## config.mk

```make
export PLATFORM = sky130hd
export DESIGN_NAME = i2c_cond_detect
export DESIGN_NICKNAME = d
export VERILOG_FILES = /design/src/rtl/i2c_cd_pkg.sv /design/src/rtl/i2c_cd_line_filt.sv /design/src/rtl/i2c_cd_cond.sv /design/src/rtl/i2c_cd_irq.sv /design/src/rtl/i2c_cond_detect.sv
export SDC_FILE = /design/constraint.sdc
export NUM_CORES = 1
export LEC_CHECK = 0
export BUFFER_PORTS_ARGS = -buffer_cell sky130_fd_sc_hd__clkbuf_2
export CAP_MARGIN = 20
export CORE_UTILIZATION = 47
export CTS_BUF_LIST = sky130_fd_sc_hd__clkbuf_8
export DETAILED_ROUTE_END_ITERATION = 6
export GPL_TIMING_DRIVEN = 1
export PLACE_DENSITY = 0.75
export SLEW_MARGIN = 20
export SYNTH_ARGS = -nofsm -noshare
export SYNTH_HDL_FRONTEND = slang
export SYNTH_SLANG_ARGS = --single-unit
```

## constraint.sdc

```tcl
create_clock -name clk -period 1.24 [get_ports clk]
set_clock_uncertainty 0.2 [all_clocks]
set_input_delay 0.124 -clock clk [delete_from_list [all_inputs] [get_ports clk]]
set_output_delay 0.124 -clock clk [all_outputs]
set_load 0.005 [all_outputs]
```

## src/rtl/i2c_cd_pkg.sv

```systemverilog
package i2c_cd_pkg;
  localparam int SRC_START  = 0;
  localparam int SRC_STOP   = 1;
  localparam int SRC_RSTART = 2;
  localparam int NSRC       = 3;

  // Data falls while the clock holds high across both samples.
  function automatic logic is_start(input logic scl_prev, input logic sda_prev,
                                    input logic scl_now, input logic sda_now);
    return scl_prev & scl_now & sda_prev & ~sda_now;
  endfunction

  // Data rises while the clock holds high across both samples.
  function automatic logic is_stop(input logic scl_prev, input logic sda_prev,
                                   input logic scl_now, input logic sda_now);
    return scl_prev & scl_now & ~sda_prev & sda_now;
  endfunction

  // Data moves while the clock is low: ordinary bit traffic.
  function automatic logic is_data_move(input logic scl_now, input logic sda_prev,
                                        input logic sda_now);
    return ~scl_now & (sda_prev ^ sda_now);
  endfunction
endpackage

```

## src/rtl/i2c_cd_line_filt.sv

```systemverilog
module i2c_cd_line_filt #(
  parameter int FILT_LEN = 2
) (
  input  logic clk,
  input  logic rst_n,
  input  logic raw,
  output logic level
);
  localparam int CW = (FILT_LEN < 2) ? 1 : $clog2(FILT_LEN + 1);
  localparam logic [CW-1:0] LAST = CW'(FILT_LEN - 1);

  logic          s1, s2;
  logic [CW-1:0] cnt;

  always_ff @(posedge clk or negedge rst_n) begin
    if (!rst_n) begin
      s1 <= 1'b0;
      s2 <= 1'b0;
    end else begin
      s1 <= raw;
      s2 <= s1;
    end
  end

  // A new level is taken only after FILT_LEN consecutive differing samples.
  always_ff @(posedge clk or negedge rst_n) begin
    if (!rst_n) begin
      level <= 1'b0;
      cnt   <= '0;
    end else if (s2 == level) begin
      cnt <= '0;
    end else if (cnt == LAST) begin
      level <= s2;
      cnt   <= '0;
    end else begin
      cnt <= cnt + 1'b1;
    end
  end
endmodule

```

## src/rtl/i2c_cd_cond.sv

```systemverilog
module i2c_cd_cond
  import i2c_cd_pkg::*;
(
  input  logic clk,
  input  logic rst_n,
  input  logic scl_f,
  input  logic sda_f,
  output logic start_evt,
  output logic stop_evt,
  output logic rstart_evt,
  output logic data_edge,
  output logic armed,
  output logic start_p,
  output logic stop_p,
  output logic rstart_p,
  output logic busy
);
  logic scl_d, sda_d;

  always_ff @(posedge clk or negedge rst_n) begin
    if (!rst_n) begin
      scl_d <= 1'b0;
      sda_d <= 1'b0;
      armed <= 1'b0;
    end else begin
      scl_d <= scl_f;
      sda_d <= sda_f;
      armed <= armed | (scl_f & sda_f);
    end
  end

  assign start_evt  = armed & is_start(scl_d, sda_d, scl_f, sda_f);
  assign stop_evt   = armed & is_stop(scl_d, sda_d, scl_f, sda_f);
  assign rstart_evt = start_evt & busy;
  assign data_edge  = is_data_move(scl_f, sda_d, sda_f);

  always_ff @(posedge clk or negedge rst_n) begin
    if (!rst_n) begin
      start_p  <= 1'b0;
      stop_p   <= 1'b0;
      rstart_p <= 1'b0;
      busy     <= 1'b0;
    end else begin
      start_p  <= start_evt;
      stop_p   <= stop_evt;
      rstart_p <= rstart_evt;
      if (stop_evt)       busy <= 1'b0;
      else if (start_evt) busy <= 1'b1;
    end
  end
endmodule

```

## src/rtl/i2c_cd_irq.sv

```systemverilog
module i2c_cd_irq #(
  parameter int NSRC = 3
) (
  input  logic            clk,
  input  logic            rst_n,
  input  logic [NSRC-1:0] set,
  input  logic [NSRC-1:0] clr,
  input  logic [NSRC-1:0] en,
  output logic [NSRC-1:0] flags,
  output logic            irq
);
  for (genvar i = 0; i < NSRC; i++) begin : g_flag
    always_ff @(posedge clk or negedge rst_n) begin
      if (!rst_n)      flags[i] <= 1'b0;
      else if (set[i]) flags[i] <= 1'b1;
      else if (clr[i]) flags[i] <= 1'b0;
    end
  end

  assign irq = |(flags & en);
endmodule

```

## src/rtl/i2c_cond_detect.sv

```systemverilog
module i2c_cond_detect
  import i2c_cd_pkg::*;
#(
  parameter int FILT_LEN = 2
) (
  input  logic            clk,
  input  logic            rst_n,
  input  logic            scl_raw,
  input  logic            sda_raw,
  input  logic [NSRC-1:0] irq_en,
  input  logic [NSRC-1:0] irq_clr,
  output logic            start_pulse,
  output logic            stop_pulse,
  output logic            rstart_pulse,
  output logic            bus_busy,
  output logic [NSRC-1:0] irq_flags,
  output logic            irq
);
  logic [1:0] raw_v, filt_v;
  logic start_evt, stop_evt, rstart_evt, data_edge, armed;
  logic [NSRC-1:0] ev_set;

  assign raw_v = {sda_raw, scl_raw};

  for (genvar i = 0; i < 2; i++) begin : g_line
    i2c_cd_line_filt #(.FILT_LEN(FILT_LEN)) u_filt (
      .clk(clk), .rst_n(rst_n), .raw(raw_v[i]), .level(filt_v[i])
    );
  end

  i2c_cd_cond u_cond (
    .clk(clk), .rst_n(rst_n), .scl_f(filt_v[0]), .sda_f(filt_v[1]),
    .start_evt(start_evt), .stop_evt(stop_evt), .rstart_evt(rstart_evt),
    .data_edge(data_edge), .armed(armed),
    .start_p(start_pulse), .stop_p(stop_pulse), .rstart_p(rstart_pulse),
    .busy(bus_busy)
  );

  always_comb begin
    ev_set             = '0;
    ev_set[SRC_START]  = start_evt;
    ev_set[SRC_STOP]   = stop_evt;
    ev_set[SRC_RSTART] = rstart_evt;
  end

  i2c_cd_irq #(.NSRC(NSRC)) u_irq (
    .clk(clk), .rst_n(rst_n), .set(ev_set), .clr(irq_clr), .en(irq_en),
    .flags(irq_flags), .irq(irq)
  );
endmodule

```

* Yosys cells after proc, flatten, opt, wreduce, memory -nomap -nowiden *
Index checks and enable logic that the tools add are counted.

word-level totals
  word-level logic and storage cells = 58
  output and inout bits = 8
  flip-flop bits (word level) = 20
  bits of input ports = 10

cells by class
  reduce and logical (&&, ||, !) cells = 7
  equal/unequal tests = 4
  muxes and demuxes = 12
  bitwise logic cells = 15
  add/subtract/negate cells = 2

operator list
  kind                                                  count
  AND 1 bit                                             9
  two-way mux 1 bit                                     8
  two-way mux 2 bit                                     4
  nonzero test 2 bit                                    4
  adder 2 x 1 -> 2 bit (second input constant)          2
  equality test 2 x 1 -> 1 bit (second input constant)  2
  NOT 1 bit                                             4
  AND reduction 2 bit                                   2
  AND 3 bit                                             1
  OR reduction 3 bit                                    1
  equality test 1 bit                                   2
  OR 1 bit                                              1

* Longest topological paths before layout *
Gate-level depths: netlist (run 1).

  word-level depth = 6
  depth in mapped cells = 3
  depth with buffers taken out = 3

* Modules after synthesis *
A second synthesis (run 1) with hierarchy kept.

unflattened totals
  cells, all modules = 49
  area total of the unflattened synthesis = 718.2 um^2

modules (own cells, without submodules)
  module            area an instance (um^2)  sequential area each (um^2)  cells an instance  instances
  i2c_cd_line_filt  173.9                    125.1                        10                 2
  i2c_cd_cond       246.5                    175.2                        18                 1
  i2c_cd_irq        123.9                    75.1                         11                 1

* Worst setup path after synthesis (run 1) *
Ideal clock, no wire load.

  path type = register to register
  from = register g_line[0].u_filt.level
  to = register u_cond.busy
  setup slack = -0.127 ns
  setup time = 0.118 ns
  cell stages (with the launch flop) = 4
  data arrival time = 1.049 ns
  required time = 0.922 ns
  path buffers = 0
  period minus slack after synthesis = 1.367 ns
  cells stage by stage = dfrtp_1 > nand3_2 > or3b_4 > a21o_1

on the way
  word-level cells in the longest chain between the ends = 5
  elaborated cells between the ends (all ways) = 9
  classes of those cells = 1 x mux; 7 x bitwise; 1 x reduce/logical

ends and longest elaborated chain
  item                                                            line                                  text
  from (decl)                                                     i2c_cd_line_filt.sv:7                 output logic level
  from (signal assigned)                                          i2c_cd_line_filt.sv:28                level <= 1'b0;
  from (signal assigned)                                          i2c_cd_line_filt.sv:33                level <= s2;
  AND 1 bit (*)                                                   i2c_cd_pkg.sv:10, i2c_cd_pkg.sv:16
  AND 1 bit (on tied branches) (2 in a row)                       i2c_cd_pkg.sv:16, i2c_cd_pkg.sv:10
  AND 1 bit (on tied branches)                                    i2c_cd_cond.sv:33, i2c_cd_cond.sv:32
  two-way mux 1 bit / nonzero test 2 bit (equally long branches)  n/a
  to (signal assigned)                                            i2c_cd_cond.sv:42                     busy <= 1'b0;
  to (signal assigned)                                            i2c_cd_cond.sv:47                     if (stop_evt) busy <= 1'b0;
  to (signal assigned)                                            i2c_cd_cond.sv:48                     else if (start_evt) busy <= 1'b1;
  to (decl)                                                       i2c_cd_cond.sv:16                     output logic busy

Mark *: on every way between the ends. The rest lies on a longest branch, timed or not.
A chain may end at the register's enable or synchronous reset.

* Worst setup path in the final report (run 1) *
  from = register u_irq.flags[0]
  to = output port irq

on the way
  word-level cells in the longest chain between the ends = 2

ends and longest elaborated chain
  item                               line                   text
  from (decl)                        i2c_cd_irq.sv:9        output logic [NSRC-1:0] flags,
  from (signal, indexed assignment)  i2c_cd_irq.sv:14       if (!rst_n) flags[i] <= 1'b0;
  from (signal, indexed assignment)  i2c_cd_irq.sv:15       else if (set[i]) flags[i] <= 1'b1;
  from (signal, indexed assignment)  i2c_cd_irq.sv:16       else if (clr[i]) flags[i] <= 1'b0;
  AND 3 bit                          i2c_cd_irq.sv:20       assign irq = |(flags & en);
  OR reduction 3 bit                 i2c_cd_irq.sv:20
  to (decl)                          i2c_cond_detect.sv:17  output logic irq

Every way passes these cells.

==> results.yml, run 1 <==
status:
  status: "finished with violations"
  violations: "setup timing"
setup_path:
  timing.critical_path.arrival_ns: 1.11
  worstSetupStartpoint: "u_irq.flags[0]$_DFFE_PN0P_"
  crit_path_start_kind: "flip-flop"
  r2r_slack_ns: -0.08
  crit-reg2reg-launch: "g_line[0].u_filt.level$_DFFE_PN0P_"
  worst-path-stages: 3
  reg2regPathDepth: 3
  crit_type: "flip-flop to primary output"
  critical_path.max_fanout: 2
  critical_path.n_buffers_inverters: 2
  cp.required_ns: 0.92
  critical_path.top_delay_family: "flip-flops"
  critical_path.cell_chain: "a222oi_1, inv_1, clkbuf_2"
  endpoint_kind: "primary output"
  critical_path.endpoint: "irq"
  slowest_stage: "sky130_fd_sc_hd__dfrtp_1"
  critical_path.max_stage_delay_ns: 0.38
  critical_path.reg2reg.endpoint: "u_cond.busy$_DFFE_PN0P_"
finish:
  area.growth.synth_to_final_pct: 45.9
  fin_nets: 92
  postLayoutCellArea_um2: 991
  filler_cell_count: 87
  num_antenna_cells: 0
  post_route_cells_drive_above_1_share: 0.488
floorplanning:
  floorplan.die_area_um2: 1600
  dieHeight_um: 40.0
  io_pins: 18
  floorplan.die.width_um: 40.0
  std_cell_rows: 13
  design.core.area_um2: 1320
  initial_core_util: 0.516
timing:
  slew_violations: 0
  timing.final.crit_period_ns: 1.44
  slew_headroom: 0.694
  transition_time_at_the_pin_with_the_least_slew_margin_ns: 0.459
  postLayoutSetupSlackWorst_ns: -0.199
  clock.fmax_mhz: 695
  setup_repair_after_global_routing_missed_its_margin: "true"
  report.final.setup_viol: 5
  timing.final.crit_share: 1.16
  timing_hold_violations_final: 0
logic_synthesis:
  synth.net_count: 55
  library_cell_with_the_largest_summed_area_after_synthesis: "sky130_fd_sc_hd__dfrtp_1"
  syn-mean-instance-area_um2: 15.1
  synth_seq_area_share: 0.737
  synth_top_cells_by_area: "sky130_fd_sc_hd__dfrtp_1 (74%), sky130_fd_sc_hd__mux2_2 (3.3%), sky130_fd_sc_hd__and2_1 (2.8%), sky130_fd_sc_hd__inv_1 (2.8%), sky130_fd_sc_hd__xnor2_1 (2.6%)"
  synthesis.area_um2: 679
  yosysTopAreaCellShare: 0.737
  dominantRegCellSynth: "sky130_fd_sc_hd__dfrtp_1"
  synth_edf_count: 0
  synth_most_common_cell: "sky130_fd_sc_hd__dfrtp_1"
  synthArstFlopShare: 1.00
  yosysUniqueCellTypes: 15
  ys.warnings.count: 0
  yosys_register_bits: 20
  syn-instance-count: 45
  leading_post_synthesis_cells_by_instance_count: "sky130_fd_sc_hd__dfrtp_1 (20), sky130_fd_sc_hd__inv_1 (5), sky130_fd_sc_hd__and2_1 (3)"
hold_path:
  worst_hold_path_type: "flip-flop to flip-flop"
  min-delay-start: "g_line[1].u_filt.s1$_DFF_PN0_"
power_and_ir_drop:
  p_int_mw: 1.51
  share_seq_of_total_power: 0.456
  p_switching_mw: 0.562
  powerDensity_nw_per_um2: 2090
  swShare: 0.271
  clock_power_share: 0.187
  static_leakage_nw: 0.529
  ir_worst_vdd_mv: 1.24
  power_mw: 2.08
  comb_power_share: 0.357
global_routing:
  global_route_wire_length_before_repair_um: 1380
  grt_start_max_net_pins: 21
  vias_in_the_first_global_route: 358
  antenna_violations_before_repair: 0
  grt_met2_usage: 0.238
  gr_layer_usage_met3: 0.0333
  use_met1: 0.157
  gr-usage-all-layers: 0.142
  grt_overflow: 0
  globalRoute.busiestLayer: "met2"
routing:
  wirelength_um: 1110
  route.detailed.wl_per_inst_um: 11.7
  final_antenna_net_count: 0
  routed_via_density: 4.63
  num_vias: 440
  detailedRoute.firstPassIterationCount: 4
  drcViolationCount: 0
  drt_iter0_drc: 5
clocking:
  max_buffers_root_to_sink: 2
  clock_tree.root_cell: "sky130_fd_sc_hd__clkbuf_8"
  cts_buffers: 3
  worstSkewPairLatency_ns: 0.24
  cts_tree: "done"
  cts.clk_slew.worst_paths_ns: 0.06
  cts.sinks: 20
  cts_htree_levels: 1
placed_design:
  gp_routability_congestion: 0.636
  placement.cell_area_um2: 821
  place.port_buffers: 17
  dp.final_hpwl_um: 670
job:
  max-cap-violations: 0
logic make-up after synthesis:
logic type / after synthesis / synth area share
buf+inv: 5 / 0.0276
mux: 2 / 0.0331
xor+xnor: 2 / 0.0258
flops: 20 / 0.737
simple gates: 10 / 0.107
compound gates: 6 / 0.0700
worst min path at each step:
| stage | cells past startpoint | to |
|---|---|---|
| final | 0 | g_line[1].u_filt.s2$_DFF_PN0_ |
| after global routing | 0 | g_line[1].u_filt.s2$_DFF_PN0_ |
| after CTS | 0 | g_line[1].u_filt.s2$_DFF_PN0_ |
| after detailed placement | 1 | g_line[1].u_filt.cnt[1]$_DFF_PN0_ |
| after global placement | 1 | u_cond.start_p$_DFF_PN0_ |
| after floorplan | 0 | g_line[0].u_filt.cnt[0]$_DFF_PN0_ |
power by group through the flow:
stage,clock (mW),sequential [mW],combinational (mW)
floorplan,0,0.964,0.243
finish,0.389,0.945,0.741
global placement,0,0.947,0.500
global route,0.424,0.961,0.820
CTS,0.404,0.944,0.592
detailed placement,0,0.958,0.505
flip-flops by register name, indices dropped and copies added (netlist names):
name	flops
u_cond.sda_d	1
g_line.u_filt.level	2
u_irq.flags	3
u_cond.armed	1
g_line.u_filt.s2	2
u_cond.stop_p	1
g_line.u_filt.cnt	4
u_cond.start_p	1
u_cond.scl_d	1
u_cond.rstart_p	1
g_line.u_filt.s1	2
u_cond.busy	1
through the flow:
| step | hold WS [ns] | util | setup TNS (ns) | worst slack [ns] | std cells |
|---|---|---|---|---|---|
| after floorplan | -0.372 | - | -0.0949 | -0.0949 | 45 |
| after detailed placement | -0.107 | 0.623 | -0.0672 | -0.0672 | 82 |
| after global routing | 0.160 | 0.752 | -0.668 | -0.254 | 95 |
| after global placement | -0.105 | 0.623 | -0.0393 | -0.0393 | 82 |
| after CTS | 0.154 | 0.717 | -0.266 | -0.200 | 93 |
| final | 0.150 | 0.752 | -0.388 | -0.199 | 95 |
layer usage:
| layer | part of all wire | up-vias |
|---|---|---|
| met5 | 0 | - |
| met4 | 0.0090 | 0 |
| met3 | 0.054 | 2 |
| met2 | 0.48 | 18 |
| met1 | 0.45 | 202 |
| li1 | - | 218 |
worst reg2reg max path, cell delays in order, from the launching register on:
cell and delay [ns]:
sky130_fd_sc_hd__dfrtp_1 0.36, sky130_fd_sc_hd__nand3_2 0.11, sky130_fd_sc_hd__or3b_4 0.39, sky130_fd_sc_hd__a21o_1 0.16
placed cells by master, fill, tap and decap left out, types with 2 or more instances in the layout:
| master | netlist | routed |
|---|---|---|
| sky130_fd_sc_hd__inv_1 | 5 | 5 |
| sky130_fd_sc_hd__dfrtp_1 | 20 | 20 |
| sky130_fd_sc_hd__nor2b_1 | 2 | 2 |
| sky130_fd_sc_hd__buf_6 | 0 | 2 |
| sky130_fd_sc_hd__a21o_1 | 2 | 2 |
| sky130_fd_sc_hd__clkbuf_2 | 0 | 17 |
| sky130_fd_sc_hd__clkbuf_8 | 0 | 3 |
| sky130_fd_sc_hd__dlygate4sd3_1 | 0 | 6 |
| sky130_fd_sc_hd__and2_1 | 3 | 2 |
| sky130_fd_sc_hd__buf_4 | 0 | 7 |
| sky130_fd_sc_hd__mux2_2 | 2 | 2 |
cell type report:
class	instances	area [um^2]	share of cell area
sequential	20	500	0.505
timing repair buffer	32	220	0.222
multi-input combinational	20	191	0.193
clock buffer	3	41.3	0.0417
inverter	5	18.8	0.0189
tap	15	18.8	0.0189
timing repair:
item,CTS,global route
setup buffers,2,2
hold endpoints to repair,25,0
pin swaps,2,3
setup endpoints to repair,3,8
hold buffers,6,0
resized for setup,1,7
Note: power is estimated with default switching activity, not from simulation.
==> run 2: changes to the inputs <==
CELL_PAD_IN_SITES_DETAIL_PLACEMENT = 1   (was not set)
CELL_PAD_IN_SITES_GLOBAL_PLACEMENT = 2   (was not set)
CORE_UTILIZATION = 32   (was 47)
PLACE_DENSITY = not set   (was 0.75)
PLACE_DENSITY_LB_ADDON = 0.1   (was not set)
==> run 2 against run 1 <==
Effect of this change:
- the flow still finishes with violations (setup timing)
- critical path depth unchanged
- routed wire length increased by 19%
- final cell count increased by 16%
- maximum frequency decreased by 1.6%
- global-route usage decreased by 0.75 points
- critical endpoint unchanged
==> results.yml, run 2 (synthesis results as in run 1) <==
timing:
  clock.fmax_mhz: 684
  postLayoutSetupSlackWorst_ns: -0.223
  report.final.setup_viol: 7
  slew_headroom: 0.680
  timing_hold_violations_final: 0
  finalSetupTns_ns: -0.652
  worst_hold_slack_ns: 0.151
  setup_repair_after_global_routing_missed_its_margin: "true"
  slew_violations: 0
  transition_time_at_the_pin_with_the_least_slew_margin_ns: 0.480
  timing.final.crit_share: 1.18
  timing.final.crit_period_ns: 1.46
finish:
  area.growth.synth_to_final_pct: 53.8
  number_of_flip_flops_under_the_largest_register_name: 4
  commonest_non_fill_non_tap_cell_in_the_layout: "sky130_fd_sc_hd__dfrtp_1"
  final_core_util: 0.527
  fin_nets: 94
  biggestRegsByFlops: "g_line.u_filt.cnt: 4 flops, u_irq.flags: 3 flops"
  filler_cell_count: 209
  fin_cells: 110
  num_antenna_cells: 0
  layout.cells.most_common_list: "sky130_fd_sc_hd__dfrtp_1 (20), sky130_fd_sc_hd__clkbuf_2 (16), sky130_fd_sc_hd__dlygate4sd3_1 (6), sky130_fd_sc_hd__buf_6 (6), sky130_fd_sc_hd__buf_4 (6)"
  post_route_cells_drive_above_1_share: 0.530
  registers.top_by_ff_count: "g_line.u_filt.cnt"
setup_path:
  slowest_stage: "sky130_fd_sc_hd__dfrtp_1"
  r2r_slack_ns: -0.14
  critical_path.top_delay_family: "flip-flops"
  crit_path_start_kind: "flip-flop"
  critical_path.max_fanout: 2
  critical_path.n_buffers_inverters: 2
  crit_type: "flip-flop to primary output"
  critical_path.cell_chain: "a222oi_1, inv_1, clkbuf_2"
  timing.critical_path.arrival_ns: 1.14
  endpoint_kind: "primary output"
  cp.required_ns: 0.92
  critical_path.max_stage_delay_ns: 0.40
floorplanning:
  std_cell_rows: 16
  floorplan.die_area_um2: 2310
  floorplan.die.width_um: 48.1
  dieHeight_um: 48.1
  io_pins: 18
  design.core.area_um2: 1980
  initial_core_util: 0.343
power_and_ir_drop:
  ir_worst_vdd_mv: 1.03
  comb_power_share: 0.359
  power_mw: 2.25
  static_leakage_nw: 0.548
  p_switching_mw: 0.612
  p_int_mw: 1.63
  clock_power_share: 0.217
  share_seq_of_total_power: 0.424
  swShare: 0.272
  powerDensity_nw_per_um2: 2150
routing:
  drcViolationCount: 0
  drt_iter0_drc: 2
  route.detailed.wl_per_inst_um: 12.1
  routed_via_density: 4.23
  num_vias: 465
  wirelength_um: 1330
  final_antenna_net_count: 0
  detailedRoute.firstPassIterationCount: 2
clocking:
  cts.sinks: 20
  clock_tree.root_cell: "sky130_fd_sc_hd__clkbuf_8"
  cts_tree: "done"
  cts.clk_slew.worst_paths_ns: 0.07
  cts_htree_levels: 1
  max_buffers_root_to_sink: 2
  cts_buffers: 3
  worstSkewPairLatency_ns: 0.25
global_routing:
  vias_in_the_first_global_route: 471
  antenna_violations_before_repair: 0
  grt_start_max_net_pins: 21
  global_route_wire_length_before_repair_um: 2060
  grt_overflow: 0
  gr-usage-all-layers: 0.135
placed_design:
  number_of_cells_after_detailed_placement: 95
  place.port_buffers: 17
  dp.final_hpwl_um: 838
  gp_routability_congestion: 0.647
status:
  violations: "setup timing"
  status: "finished with violations"
hold_path:
  worst_hold_path_type: "flip-flop to flip-flop"
job:
  max-cap-violations: 0
run 2: changes by cell type in the layout (fill, tap and decap cells not counted), sizes merged:
cell,before,now
buf,9,12
run 2: area by class of cell:
cell class	instances	area (um^2)	share of cell area
multi-input cells	20	184	0.176
inverters	5	18.8	0.0180
repair buffers	34	253	0.242
well taps	27	33.8	0.0323
clock buffers	4	55.1	0.0527
flip-flops and latches	20	500	0.479
run 2: routing by layer:
| layer | up-vias | track usage | wire length, um |
|---|---|---|---|
| li1 | 222 | - | - |
| met1 | 223 | 0.157 | 543 |
| met2 | 18 | 0.227 | 690 |
| met3 | 2 | 0.0377 | 87 |
| met4 | 0 | 0.0667 | 5 |
| met5 | - | 0 | 0 |
run 2: through the flow:
step	area, um^2	setup WS, ns
2_1_floorplan	679	-0.0949
3_3_place_gp	843	-0.0441
3_5_place_dp	843	-0.0896
4_1_cts	1000	-0.215
5_1_grt	1040	-0.345
6_report	1040	-0.223
run 2: final timing paths:
check                                                   startpoint  depth (start not counted)                                end
worst max register to register  g_line[0].u_filt.level$_DFFE_PN0P_                          3            u_cond.busy$_DFFE_PN0P_
max in group asynchronous                                    rst_n                          2      g_line[0].u_filt.s2$_DFF_PN0_
worst max-delay path                    u_irq.flags[1]$_DFFE_PN0P_                          3                                irq
min in group asynchronous                                    rst_n                          2  g_line[0].u_filt.cnt[0]$_DFF_PN0_
worst min-delay path                 g_line[0].u_filt.s1$_DFF_PN0_                          0      g_line[0].u_filt.s2$_DFF_PN0_
worst min register to register       g_line[0].u_filt.s1$_DFF_PN0_                          0      g_line[0].u_filt.s2$_DFF_PN0_
run 2: power by group through the flow:
stage | Clock, mW | Sequential [mW] | Combinational, mW
floorplan | 0 | 0.964 | 0.243
global placement | 0 | 0.945 | 0.543
detailed placement | 0 | 0.952 | 0.551
CTS | 0.503 | 0.937 | 0.711
global route | 0.528 | 0.980 | 0.905
finish | 0.487 | 0.953 | 0.806
run 2: timing repair:
item	CTS	global route
pin swaps	2	2
hold buffers	6	0
endpoints found under the setup margin	4	11
setup buffers	4	2
resized for setup	3	11
endpoints found under the hold margin	25	0
gates cloned	0	0
==> run 3: changes to the inputs <==
RECOVER_POWER = 50   (was not set)
==> run 3 against run 2 <==
Effect of this change:
- register-to-register slack improved by 0.02 ns
- flip-flop and latch count stayed put
- final cell count is the same
- routed wire length fell by 0.30%
- the flow still finishes with violations (setup timing)
- setup slack hardly changed
- die area unchanged
- largest power group unchanged
- sequential power shrank 0.7%
- core utilization decreased by 0.76 points
- clock power hardly changed
- sequential share of layout area rose by 0.70 points
- global-route usage is the same
==> results.yml, run 3 (synthesis results as in run 1) <==
global_routing:
  antenna_violations_before_repair: 0
  grt_start_max_net_pins: 21
  gr-usage-all-layers: 0.135
  global_route_wire_length_before_repair_um: 2060
  vias_in_the_first_global_route: 471
  grt_overflow: 0
placed_design:
  gp_routability_congestion: 0.647
  place.port_buffers: 17
  placement.cell_area_um2: 843
  number_of_cells_after_detailed_placement: 95
  dp.final_hpwl_um: 838
timing:
  setup_repair_after_global_routing_missed_its_margin: "true"
  clock.fmax_mhz: 684
  slew_headroom: 0.680
  timing_hold_violations_final: 0
  timing.final.crit_share: 1.18
  postLayoutSetupSlackWorst_ns: -0.223
  slew_violations: 0
  report.final.setup_viol: 7
  transition_time_at_the_pin_with_the_least_slew_margin_ns: 0.480
  timing.final.crit_period_ns: 1.46
floorplanning:
  dieHeight_um: 48.1
  floorplan.die_area_um2: 2310
  floorplan.die.width_um: 48.1
  initial_core_util: 0.343
  std_cell_rows: 16
  design.core.area_um2: 1980
  io_pins: 18
hold_path:
  min-delay-start: "g_line[0].u_filt.s1$_DFF_PN0_"
  worst_hold_path.num_cells: 0
  worst_hold_path_type: "flip-flop to flip-flop"
  whs_endpoint: "g_line[0].u_filt.s2$_DFF_PN0_"
finish:
  biggestRegsByFlops: "g_line.u_filt.cnt: 4 flops, u_irq.flags: 3 flops"
  registers.top_by_ff_count: "g_line.u_filt.cnt"
  final_core_util: 0.520
  commonest_non_fill_non_tap_cell_in_the_layout: "sky130_fd_sc_hd__dfrtp_1"
  layout.cells.most_common_list: "sky130_fd_sc_hd__dfrtp_1 (20), sky130_fd_sc_hd__clkbuf_2 (16), sky130_fd_sc_hd__dlygate4sd3_1 (6), sky130_fd_sc_hd__buf_4 (6)"
  fin_nets: 94
  fin_cells: 110
  number_of_flip_flops_under_the_largest_register_name: 4
  area.growth.synth_to_final_pct: 51.6
  postLayoutCellArea_um2: 1030
  num_antenna_cells: 0
  post_route_cells_drive_above_1_share: 0.506
setup_path:
  critical_path.max_fanout: 2
  r2r_slack_ns: -0.12
  timing.critical_path.arrival_ns: 1.14
  crit-reg2reg-launch: "u_cond.armed$_DFF_PN0_"
  critical_path.cell_chain: "a222oi_1, inv_1, clkbuf_2"
  cp.required_ns: 0.92
  reg2regPathDepth: 3
  crit_path_start_kind: "flip-flop"
  slowest_stage: "sky130_fd_sc_hd__dfrtp_1"
  critical_path.n_buffers_inverters: 2
  endpoint_kind: "primary output"
  critical_path.max_stage_delay_ns: 0.40
  crit_type: "flip-flop to primary output"
  critical_path.reg2reg.endpoint: "u_cond.busy$_DFFE_PN0P_"
  critical_path.top_delay_family: "flip-flops"
clocking:
  clock_tree.root_cell: "sky130_fd_sc_hd__clkbuf_8"
  cts.sinks: 20
  max_buffers_root_to_sink: 2
  cts.clk_slew.worst_paths_ns: 0.07
  cts_htree_levels: 1
  worstSkewPairLatency_ns: 0.25
  cts_tree: "done"
  cts_buffers: 3
power_and_ir_drop:
  static_leakage_nw: 0.538
  ir_worst_vdd_mv: 1.02
  power_mw: 2.19
  powerDensity_nw_per_um2: 2120
routing:
  detailedRoute.firstPassIterationCount: 2
  route.detailed.wl_per_inst_um: 12.0
  num_vias: 464
  drcViolationCount: 0
  final_antenna_net_count: 0
  wirelength_um: 1320
  routed_via_density: 4.22
  drt_iter0_drc: 2
status:
  violations: "setup timing"
  status: "finished with violations"
job:
  max-cap-violations: 0
[run 3: worst max path at each step]
stage	slack [ns]	from	endpoint	cells past startpoint
global placement	-0.04	u_cond.armed$_DFF_PN0_	u_cond.busy$_DFFE_PN0P_	3
CTS	-0.22	u_irq.flags[0]$_DFFE_PN0P_	irq	3
detailed placement	-0.09	u_cond.armed$_DFF_PN0_	u_cond.busy$_DFFE_PN0P_	3
finish	-0.22	u_irq.flags[1]$_DFFE_PN0P_	irq	3
global route	-0.34	u_irq.flags[0]$_DFFE_PN0P_	irq	3
floorplan	-0.09	g_line[0].u_filt.level$_DFFE_PN0P_	u_cond.busy$_DFFE_PN0P_	3
[run 3: cell type report]
cell class / instances / area, um^2
Clock buffer: 4 / 55.1
Inverter: 5 / 18.8
Fill cell: 211 / 952
Timing Repair Buffer: 34 / 238
Tap cell: 27 / 33.8
Sequential cell: 20 / 500
Multi-Input combinational cell: 20 / 184
[run 3: per-stage QoR]
step	TNS (ns)	worst slack, ns	hold slack [ns]
4_1_cts	-0.518	-0.215	0.153
2_1_floorplan	-0.0949	-0.0949	-0.372
3_5_place_dp	-0.101	-0.0896	-0.0910
3_3_place_gp	-0.0441	-0.0441	-0.0933
5_1_grt	-1.25	-0.345	0.173
6_report	-0.553	-0.223	0.151
[run 3: routing by layer]
layer  up-vias  global-route usage  share of wire
li1        221                   -              -
met1       223               0.157           0.41
met2        18               0.227           0.52
met3         2              0.0377          0.066
met4         0              0.0667         0.0038
met5         -                   0              0
[run 3: worst register-to-register path: stages (launching register included)]
cell                      delay, ns
sky130_fd_sc_hd__dfrtp_1       0.38
sky130_fd_sc_hd__nand3_2       0.10
sky130_fd_sc_hd__or3b_4        0.40
sky130_fd_sc_hd__a21o_1        0.17
[run 3: repair_timing]
| item | 4_1_cts | 5_1_grt |
|---|---|---|
| resized for setup | 3 | 11 |
| pin swaps | 2 | 2 |
| setup endpoints to repair | 4 | 11 |
| hold endpoints to repair | 25 | 0 |
| hold buffers | 6 | 0 |
| buffers inserted | 4 | 2 |
[run 3: where the power goes]
group | switching [mW] | leakage [nW] | total [mW] | internal (mW)
clock network | 0.205 | 0.0288 | 0.487 | 0.282
registers | 0.113 | 0.249 | 0.946 | 0.833
logic | 0.286 | 0.261 | 0.755 | 0.469
